--- config.mk ---
export PLATFORM = sky130hd
export DESIGN_NAME = flash_mode_ctrl
export DESIGN_NICKNAME = d
export VERILOG_FILES = /design/src/rtl/fmc_pkg.sv /design/src/rtl/fmc_busy_timer.sv /design/src/rtl/fmc_cmd_decode.sv /design/src/rtl/fmc_array.sv /design/src/rtl/fmc_read_mux.sv /design/src/rtl/flash_mode_ctrl.sv
export SDC_FILE = /design/constraint.sdc
export NUM_CORES = 1
export LEC_CHECK = 0
export BUFFER_PORTS_ARGS = -buffer_cell sky130_fd_sc_hd__buf_2
export CAP_MARGIN = 30
export CORE_AREA = 2 2 124 126
export DETAILED_ROUTE_END_ITERATION = 10
export DIE_AREA = 0 0 126 128
export HOLD_SLACK_MARGIN = 0.1
export PLACE_DENSITY_LB_ADDON = 0.12
export REMOVE_ABC_BUFFERS = 1
export SLEW_MARGIN = 25
export SYNTH_ARGS = -nofsm -noshare
export SYNTH_HDL_FRONTEND = slang
export SYNTH_SLANG_ARGS = --single-unit
--- constraint.sdc ---
create_clock -name clk -period 2.91 [get_ports clk]
set_input_delay 0.4365 -clock clk [delete_from_list [all_inputs] [get_ports clk]]
set_output_delay 0.4365 -clock clk [all_outputs]
set_load 0.03 [all_outputs]
--- src/rtl/fmc_pkg.sv ---
package fmc_pkg;
  typedef enum logic [1:0] {
    MD_READ  = 2'd0,
    MD_IDENT = 2'd1,
    MD_ARMED = 2'd2,
    MD_BUSY  = 2'd3
  } fmc_mode_e;

  localparam logic [7:0] CMD_KEY1    = 8'hAA;
  localparam logic [7:0] CMD_KEY2    = 8'h55;
  localparam logic [7:0] CMD_IDENT   = 8'h90;
  localparam logic [7:0] CMD_PROGRAM = 8'hA0;
  localparam logic [7:0] CMD_ERASE   = 8'h80;
  localparam logic [7:0] CMD_EXIT    = 8'hF0;
endpackage

--- src/rtl/fmc_busy_timer.sv ---
module fmc_busy_timer #(
  parameter int CW = 5
) (
  input  logic          clk,
  input  logic          rst_n,
  input  logic          abort,
  input  logic          start,
  input  logic [CW-1:0] load_val,
  output logic          done
);
  logic [CW-1:0] cnt_q, cnt_d;

  always_comb begin
    cnt_d = cnt_q;
    if (abort)
      cnt_d = '0;
    else if (start)
      cnt_d = load_val;
    else if (cnt_q != '0)
      cnt_d = cnt_q - 1'b1;
  end

  always_ff @(posedge clk or negedge rst_n) begin
    if (!rst_n) cnt_q <= '0;
    else        cnt_q <= cnt_d;
  end

  assign done = (cnt_q == CW'(1));

  AST_START_IDLE: assert property (@(posedge clk) disable iff (!rst_n)
    start |-> (cnt_q == '0));
endmodule

--- src/rtl/fmc_cmd_decode.sv ---
module fmc_cmd_decode
  import fmc_pkg::*;
#(
  parameter int AW           = 4,
  parameter int CW           = 5,
  parameter int PGM_CYCLES   = 8,
  parameter int ERASE_CYCLES = 24
) (
  input  logic          clk,
  input  logic          rst_n,
  input  logic          hw_rst_n,
  input  logic          wr_stb,
  input  logic [AW-1:0] wr_addr,
  input  logic [7:0]    wr_data,
  input  logic          done,
  output fmc_mode_e     mode,
  output logic          start,
  output logic [CW-1:0] load_val,
  output logic [AW-1:0] op_addr,
  output logic [7:0]    op_data,
  output logic          op_erase
);
  fmc_mode_e     mode_q, mode_d;
  logic [1:0]    stage_q, stage_d;
  logic [AW-1:0] op_addr_d;
  logic [7:0]    op_data_d;
  logic          op_erase_d;

  always_comb begin
    mode_d     = mode_q;
    stage_d    = stage_q;
    start      = 1'b0;
    load_val   = '0;
    op_addr_d  = op_addr;
    op_data_d  = op_data;
    op_erase_d = op_erase;
    if (!hw_rst_n) begin
      mode_d  = MD_READ;
      stage_d = 2'd0;
    end else if (mode_q == MD_BUSY) begin
      if (done) mode_d = MD_READ;
    end else if (wr_stb) begin
      stage_d = 2'd0;
      if (wr_data == CMD_EXIT) begin
        mode_d = MD_READ;
      end else if (mode_q == MD_ARMED) begin
        mode_d     = MD_BUSY;
        start      = 1'b1;
        load_val   = CW'(PGM_CYCLES);
        op_addr_d  = wr_addr;
        op_data_d  = wr_data;
        op_erase_d = 1'b0;
      end else begin
        case (stage_q)
          2'd0: begin
            if (wr_data == CMD_KEY1) stage_d = 2'd1;
            else                     mode_d  = MD_READ;
          end
          2'd1: begin
            if (wr_data == CMD_KEY2) stage_d = 2'd2;
            else                     mode_d  = MD_READ;
          end
          default: begin
            case (wr_data)
              CMD_IDENT:   mode_d = MD_IDENT;
              CMD_PROGRAM: mode_d = MD_ARMED;
              CMD_ERASE: begin
                mode_d     = MD_BUSY;
                start      = 1'b1;
                load_val   = CW'(ERASE_CYCLES);
                op_data_d  = 8'hFF;
                op_erase_d = 1'b1;
              end
              default:     mode_d = MD_READ;
            endcase
          end
        endcase
      end
    end
  end

  always_ff @(posedge clk or negedge rst_n) begin
    if (!rst_n) begin
      mode_q   <= MD_READ;
      stage_q  <= 2'd0;
      op_addr  <= '0;
      op_data  <= 8'hFF;
      op_erase <= 1'b0;
    end else begin
      mode_q  <= mode_d;
      stage_q <= stage_d;
      if (start) begin
        op_addr  <= op_addr_d;
        op_data  <= op_data_d;
        op_erase <= op_erase_d;
      end
    end
  end

  assign mode = mode_q;

  AST_HARD_RST_READ: assert property (@(posedge clk) disable iff (!rst_n)
    !hw_rst_n |=> (mode_q == MD_READ));
  AST_BUSY_HOLDS: assert property (@(posedge clk) disable iff (!rst_n)
    (mode_q == MD_BUSY && !done && hw_rst_n) |=> (mode_q == MD_BUSY));
  AST_DONE_READ: assert property (@(posedge clk) disable iff (!rst_n)
    (mode_q == MD_BUSY && done && hw_rst_n) |=> (mode_q == MD_READ));
  AST_BUSY_NO_CAPTURE: assert property (@(posedge clk) disable iff (!rst_n)
    (mode_q == MD_BUSY) |=> $stable(op_addr) && $stable(op_data));
endmodule

--- src/rtl/fmc_array.sv ---
module fmc_array #(
  parameter int AW = 4
) (
  input  logic          clk,
  input  logic          rst_n,
  input  logic          commit,
  input  logic          erase,
  input  logic [AW-1:0] wr_addr,
  input  logic [7:0]    wr_data,
  input  logic [AW-1:0] rd_addr,
  output logic [7:0]    rd_data
);
  localparam int DEPTH = 1 << AW;

  logic [7:0] mem_q [DEPTH];

  for (genvar g = 0; g < DEPTH; g++) begin : g_cell
    logic       cell_en;
    logic [7:0] cell_d;
    always_comb begin
      cell_en = commit && (erase || (wr_addr == AW'(g)));
      cell_d  = erase ? 8'hFF : (mem_q[g] & wr_data);
    end
    always_ff @(posedge clk or negedge rst_n) begin
      if (!rst_n)       mem_q[g] <= 8'hFF;
      else if (cell_en) mem_q[g] <= cell_d;
    end
  end

  assign rd_data = mem_q[rd_addr];

  AST_PROG_CLEARS_ONLY: assert property (@(posedge clk) disable iff (!rst_n)
    (commit && !erase) |=> ((mem_q[$past(wr_addr)] & ~$past(wr_data)) == 8'h00));
  AST_ERASE_ALL_ONES: assert property (@(posedge clk) disable iff (!rst_n)
    (commit && erase) |=> (mem_q[0] == 8'hFF));
endmodule

--- src/rtl/fmc_read_mux.sv ---
module fmc_read_mux
  import fmc_pkg::*;
#(
  parameter int         AW       = 4,
  parameter logic [7:0] MFR_CODE = 8'h37,
  parameter logic [7:0] DEV_CODE = 8'hA1
) (
  input  logic          clk,
  input  logic          rst_n,
  input  logic          ce_n,
  input  logic          oe_n,
  input  logic          we_n,
  input  logic          hw_rst_n,
  input  fmc_mode_e     mode,
  input  logic [AW-1:0] addr,
  input  logic [7:0]    arr_data,
  input  logic [7:0]    op_data,
  output logic [7:0]    dout,
  output logic          dout_oe
);
  logic rd_act, rd_q, rd_end;
  logic tog_q, tog_d;
  logic [7:0] sel_data;

  assign rd_act = !ce_n && !oe_n && we_n && hw_rst_n;
  assign rd_end = rd_q && !rd_act;

  always_comb begin
    tog_d = tog_q;
    if (mode == MD_BUSY && rd_end) tog_d = ~tog_q;
  end

  always_ff @(posedge clk or negedge rst_n) begin
    if (!rst_n) begin
      rd_q  <= 1'b0;
      tog_q <= 1'b0;
    end else begin
      rd_q  <= rd_act;
      tog_q <= tog_d;
    end
  end

  always_comb begin
    case (mode)
      MD_IDENT: begin
        if (addr == AW'(0))      sel_data = MFR_CODE;
        else if (addr == AW'(1)) sel_data = DEV_CODE;
        else                     sel_data = 8'h00;
      end
      MD_BUSY: sel_data = {~op_data[7], tog_q, 6'b000000};
      default: sel_data = arr_data;
    endcase
  end

  assign dout_oe = rd_act;
  assign dout    = rd_act ? sel_data : 8'h00;

  AST_TOGGLE_FLIP: assert property (@(posedge clk) disable iff (!rst_n)
    (mode == MD_BUSY && rd_q && !rd_act) |=> (tog_q != $past(tog_q)));
endmodule

--- src/rtl/flash_mode_ctrl.sv ---
module flash_mode_ctrl
  import fmc_pkg::*;
#(
  parameter int         AW           = 4,
  parameter int         PGM_CYCLES   = 8,
  parameter int         ERASE_CYCLES = 24,
  parameter logic [7:0] MFR_CODE     = 8'h37,
  parameter logic [7:0] DEV_CODE     = 8'hA1
) (
  input  logic          clk,
  input  logic          rst_n,
  input  logic          ce_n,
  input  logic          oe_n,
  input  logic          we_n,
  input  logic          hw_rst_n,
  input  logic [AW-1:0] addr,
  input  logic [7:0]    din,
  output logic [7:0]    dout,
  output logic          dout_oe
);
  localparam int MAXC = (PGM_CYCLES > ERASE_CYCLES) ? PGM_CYCLES : ERASE_CYCLES;
  localparam int CW   = $clog2(MAXC + 1);

  logic          we_q;
  logic          wr_stb;
  logic          done, start, commit;
  logic [CW-1:0] load_val;
  logic [AW-1:0] op_addr;
  logic [7:0]    op_data, arr_data;
  logic          op_erase;
  fmc_mode_e     mode;

  always_ff @(posedge clk or negedge rst_n) begin
    if (!rst_n) we_q <= 1'b1;
    else        we_q <= we_n;
  end

  assign wr_stb = we_n && !we_q && !ce_n && hw_rst_n;
  assign commit = done && hw_rst_n;

  fmc_cmd_decode #(
    .AW(AW), .CW(CW), .PGM_CYCLES(PGM_CYCLES), .ERASE_CYCLES(ERASE_CYCLES)
  ) u_dec (
    .clk(clk), .rst_n(rst_n), .hw_rst_n(hw_rst_n), .wr_stb(wr_stb),
    .wr_addr(addr), .wr_data(din), .done(done), .mode(mode),
    .start(start), .load_val(load_val), .op_addr(op_addr),
    .op_data(op_data), .op_erase(op_erase)
  );

  fmc_busy_timer #(.CW(CW)) u_tmr (
    .clk(clk), .rst_n(rst_n), .abort(!hw_rst_n), .start(start),
    .load_val(load_val), .done(done)
  );

  fmc_array #(.AW(AW)) u_arr (
    .clk(clk), .rst_n(rst_n), .commit(commit), .erase(op_erase),
    .wr_addr(op_addr), .wr_data(op_data), .rd_addr(addr), .rd_data(arr_data)
  );

  fmc_read_mux #(.AW(AW), .MFR_CODE(MFR_CODE), .DEV_CODE(DEV_CODE)) u_rd (
    .clk(clk), .rst_n(rst_n), .ce_n(ce_n), .oe_n(oe_n), .we_n(we_n),
    .hw_rst_n(hw_rst_n), .mode(mode), .addr(addr), .arr_data(arr_data),
    .op_data(op_data), .dout(dout), .dout_oe(dout_oe)
  );

  AST_HIZ_DESELECT: assert property (@(posedge clk) disable iff (!rst_n)
    ce_n |-> !dout_oe);
  AST_HIZ_OE_HIGH: assert property (@(posedge clk) disable iff (!rst_n)
    oe_n |-> !dout_oe);
  AST_QUIET_IN_RESET: assert property (@(posedge clk) disable iff (!rst_n)
    !hw_rst_n |-> (!dout_oe && !commit));
  AST_QUIET_BUS_ZERO: assert property (@(posedge clk) disable iff (!rst_n)
    !dout_oe |-> (dout == 8'h00));
endmodule

Word level (Yosys, flattened, before mapping) --
Cells that the tools add are included.
Cells by class: add/subtract/negate cells 1, magnitude comparators 1, equality and inequality tests 35, muxes and demuxes 63, bitwise gates (word level) 21, reductions and logical operators 55
Operator list (number):
- $mux W8 | 24
- $and A8 B8 Y8 | 16
- $mux W5 | 9
- $eq A8 B8 Y1 const B | 5
- $bmux W8 S4 | 1
- $eq A4 B4 Y1 const B | 8
- $mux W2 | 14
- $logic_and A1 B1 Y1 | 25
- $eq A4 B3 Y1 const B | 4
- $logic_or A1 B1 Y1 | 16
- $pmux W8 S2 | 1
- $ne A6 B3 Y1 const B | 2
- $mux W1 | 11
- $eq A4 B1 Y1 const B | 2
- $eq A4 B2 Y1 const B | 2
- $eq A8 B7 Y1 const B | 1
- $logic_not A4 Y1 | 2
- $pmux W2 S2 | 2
- $reduce_and A7 Y1 | 1
- $ne A3 B1 Y1 const B | 2
- $pmux W2 S3 | 1
- $reduce_and A6 Y1 | 1
- $eq A5 B1 Y1 const B | 1
- $ge A5 B5 Y1 const B | 1
- other kinds (15) | 24
Word-level totals: flip-flop bits (word level) 153, input port bits 18, output and inout bits 9, word-level logic and storage cells 201

Logic depth before layout (Yosys ltp) --
depth after elaboration 10, depth in mapped cells 7, gate-level depth less buffers 6

Cells and area by module --
Synthesis repeated with hierarchy kept, for this count alone.
Second synthesis, totals: cells, all modules 814, area total of the unflattened synthesis 8434.3 um^2
Modules (own cells, without submodules):
- fmc_array | instances 1, cells each 666, area an instance 6911.6 um^2, sequential area each 3363.2 um^2
- fmc_cmd_decode | instances 1, cells each 78, area an instance 897.1 um^2, sequential area each 435.4 um^2
- fmc_busy_timer | instances 1, cells each 36, area an instance 329.1 um^2, sequential area each 125.1 um^2
- fmc_read_mux | instances 1, cells each 30, area an instance 247.7 um^2, sequential area each 50.0 um^2
- flash_mode_ctrl | instances 1, cells each 4, area an instance 48.8 um^2, sequential area each 26.3 um^2

Least setup slack after synthesis --
Ideal clock, no wire load.
kind in2out, start point input addr[1], end point output dout[0], data arrival time 2.082 ns, data required time 2.474 ns, setup slack 0.391 ns, cell stages on the path 6, path buffers 3, cell sequence buf_2 buf_2 buf_2 mux4_2 mux2i_1 o21ai_0
Between the ends: cells in the longest elaborated chain, start to end 6
RTL lines:
- start: declaration | line flash_mode_ctrl.sv:16 | input logic [AW-1:0] addr,
- $not A4 Y5 (implied by the code) | line fmc_array.sv:30 | assign rd_data = mem_q[rd_addr];
- $bmux W8 S4 | line fmc_array.sv:30
- $mux W8 (implied by the code) (2 in series) | line fmc_array.sv:30
- $pmux W8 S2 * | line fmc_read_mux.sv:44 | case (mode)
- $mux W8 * | line fmc_read_mux.sv:56 | assign dout = rd_act ? sel_data : 8'h00;
- end: declaration | line flash_mode_ctrl.sv:18 | output logic [7:0] dout,
Mark *: on every way between the ends. The rest lies on a longest branch, timed or not. The select of a mux whose other input is x is not followed.

Final worst setup path --
start point register u_dec.mode_q[1], in the netlist u_dec.mode[1], end point output dout[5]
Between the ends: cells in the longest elaborated chain, start to end 3
RTL lines:
- start: declaration | line fmc_cmd_decode.sv:23 | fmc_mode_e mode_q, mode_d;
- start signal: assignment | line fmc_cmd_decode.sv:90 | mode_q <= mode_d;
- $eq A2 B2 Y1 or $eq A2 B1 Y1 (tied branches) | line fmc_read_mux.sv:44
- $pmux W8 S2 * | line fmc_read_mux.sv:44
- $mux W8 * | line fmc_read_mux.sv:56
Mark *: on every way between the ends. The rest lies on a longest branch, timed or not.

==> flow_summary_export.csv <==
group,metric,value,unit
sta,relSlewSlack,0.4946,
global_routing,grt_max_degree,129,
finish,drive_gt1_frac,0.3597,
placement,place_ws,249.2,ps
die,start_util,0.4913,
setup_path,crit_fanout,7,
route,vias,5343,
clock_network,clockBufferDepth,2,
yosys,ys_ff_latch,153,
clock_network,htree_levels,4,
placement,placed_area,7647,um^2
setup_path,startpoint_type,"register",
setup_path,reg2reg_from,"u_tmr.cnt_q[1]",
global_routing,grt-ovfl-total,0,
min_path,worst_hold_path.endpoint,"we_q",
sta,finalCritPeriodShare,0.9579,
yosys,synthAdderAreaFrac,0.005140,
route,first_iter_violations,495,
placement,dp_hpwl,11.79,mm
power,totalPowerFinal,8.198,mW
global_routing,grtUsageMet3,0.04841,
global_routing,antenna_found_initial,0,
yosys,synth_edf_count,0,
yosys,synthCells,686,
clock_network,cts_root_buf,"clkbuf_16",
setup_path,r2r_end,"u_arr.mem_q[108]",
job,max_cap_viol_count,0,
finish,n_antenna_cell,0,
yosys,synth_top_family_by_area,"simple AND/OR/NAND/NOR gates",
setup_path,critPathArrivalTime,2350,ps
finish,final_net_count,728,
die,fp.coreArea,14860,um^2
sta,fmax,358.7,MHz
sta,setup_slack,122.4,ps
yosys,yosysSeqAreaShare,0.5477,
sta,final-setup-viol-count,0,
clock_network,worst_skew_pair.late_latency,440,ps
yosys,yosys.area_share.xor_xnor,0.002398,
die,rows,45,
clock_network,cts_tree,"built",
die,die_h,128,um
yosys,async_flop_share,1.000,
global_routing,grt_busiest_layer,"met2",
clock_network,path_clk_slew,60,ps
clock_network,cts.sinks,153,
yosys,ys_types,50,
setup_path,critPathCaptureType,"output port",
yosys,synth_most_common_cell,"nand2_1",
route,viasPerCell,5.884,
yosys,synth_common_cells,"nand2_1, dfstp_2, o21ai_0",
setup_path,critical_path_class,"reg2out",
global_routing,grt_pass1_vias,5553,
yosys,syn_area,7303,um^2
finish,final_area,8234,um^2
route,wl_per_cell,20.01,um
run_status,status,"completed",
clock_network,cts_buffers,17,
global_routing,grt_usage,0.2407,
yosys,yosys_warnings,0,
clock_network,post_cts_buffers,0,
power,power_density,995.6,nW/um^2
setup_path,required,2470,ps
die,die_w,126,um
route,drt-total-wl,18.17,mm
yosys,syn_area_per_cell,10.65,um^2
setup_path,reg2regPathDepth,6,
die,dieArea,16130,um^2
route,ant_nets,0,
min_path,holdCritPathClass,"in2reg",
sta,finClkSkew,16.24,ps
yosys,synth-simple-area-share,0.1501,
global_routing,grt_pass1_wl,29.99,mm
yosys,ys_top_cells_by_area,"dfstp_2, nand2_1, mux4_2",
global_routing,met1_usage,0.3339,
sta,worst_slew_pin_slew,758.0,ps
sta,hold_violations,0,
finish,nFillCells,1289,
yosys,synth_top_flop_cell,"dfstp_2",
power,leakage,3.216,nW
yosys,synthMuxAreaShare,0.1317,
global_routing,globalRouteMet2Util,0.3792,
yosys,synth-compound-area-share,0.1227,
finish,syn2layout_area_growth,12.75,%
sta,report.final.slew_viol_count,0,
route,drc_errors,0,
placement,port-buffer-count,26,
finish,utilization,0.5540,
power,ir_worst_vdd,0.0004912,V
min_path,holdPathStages,1,
yosys,synth_largest_area_cell,"dfstp_2",
setup_path,rrSetupSlack,670,ps
yosys,synth_top_cell_area_share,0.4929,
min_path,holdCritStartpoint,"we_n",
sta,hold_ws,128.2,ps
die,ios,27,
sta,rsz0062_at_grt,"false",
route,dr.pass1.iters,5,
placement,gp_congestion,0.8227,
sta,period_minus_slack,2788,ps
==> what timing repair did <==
| action | in CTS | in global routing |
|---|---|---|
| resized for setup | 0 | 0 |
| hold buffers | 1 | 0 |
| endpoints found under the hold margin | 12 | 0 |
==> area by class of cell <==
class | instances | area (um^2) | share of cell area
Timing Repair Buffer | 47 | 334.1 | 0.04057
Multi-Input combinational cell | 471 | 3022 | 0.3670
Clock inverter | 13 | 143.9 | 0.01747
Sequential cell | 153 | 4000 | 0.4858
Tap cell | 188 | 235.2 | 0.02857
Clock buffer | 19 | 432.9 | 0.05258
Inverter | 17 | 66.31 | 0.008053
==> stage by stage <==
step | setup TNS [ps] | instances
2_1_floorplan | -81680 | 641
3_3_place_gp | 0 | 875
3_5_place_dp | 0 | 875
4_1_cts | 0 | 908
5_1_grt | 0 | 908
6_report | 0 | 908
==> logic make-up after synthesis <==
logic type,after synthesis
and+or+nand+nor,237
AOI/OAI and AO/OA,165
DFF,153
muxes,64
buffers and inverters,62
adders and majority gates,3
xor gates and xnor gates,2
==> power by group <==
| part | internal (mW) | switching [mW] |
|---|---|---|
| Sequential | 3.67 | 0.479 |
| Clock | 1.27 | 0.906 |
| Combinational | 0.895 | 0.980 |
| Total | 5.83 | 2.37 |
==> registers in the layout (all words and copies together), names as in the netlist <==
name            flops
u_dec.op_erase      1
u_arr.mem_q       128
u_dec.op_addr       4
we_q                1
u_dec.stage_q       2
u_dec.mode          2
u_tmr.cnt_q         5
u_rd.tog_q          1
u_dec.op_data       8
u_rd.rd_q           1
==> cell usage in the layout (no fill, tap or decap), drive strengths merged, types with 7 or more instances in the layout <==
cell / count
dfstp: 137
nor2b: 7
nand3: 16
nor2: 19
mux2: 7
or3: 10
inv: 21
clkbuf: 19
mux4: 25
o21ai: 138
buf: 46
a21oi: 7
nand2: 153
a22oi: 8
mux2i: 32
dfrtp: 16
nor3: 7
==> layer usage <==
layer | part of all wire | vias to the layer above
met5 | 0 | -
met4 | 0.015 | 0
met3 | 0.045 | 17
met2 | 0.48 | 142
met1 | 0.46 | 2748
li1 | - | 2436
==> how the worst max path moves through the flow <==
stage / from / end / slack, ps / cells past startpoint
2_1_floorplan: u_tmr.cnt_q[1] / u_arr.mem_q[0] / -640 / 5
3_3_place_gp: addr[1] / dout[1] / 280 / 6
3_5_place_dp: addr[1] / dout[1] / 250 / 6
4_1_cts: u_dec.mode[1] / dout[5] / 170 / 5
5_1_grt: u_dec.mode[1] / dout[2] / 50 / 6
6_report: u_dec.mode[1] / dout[5] / 120 / 5
==> critical path: stages (launching register included) <==
cell and delay [ps]:
dfrtp_1 450, or4b_1 610, nor3_1 390, a21oi_1 100, o21ai_0 130, buf_2 250
Note: power is estimated with default switching activity, not from simulation.
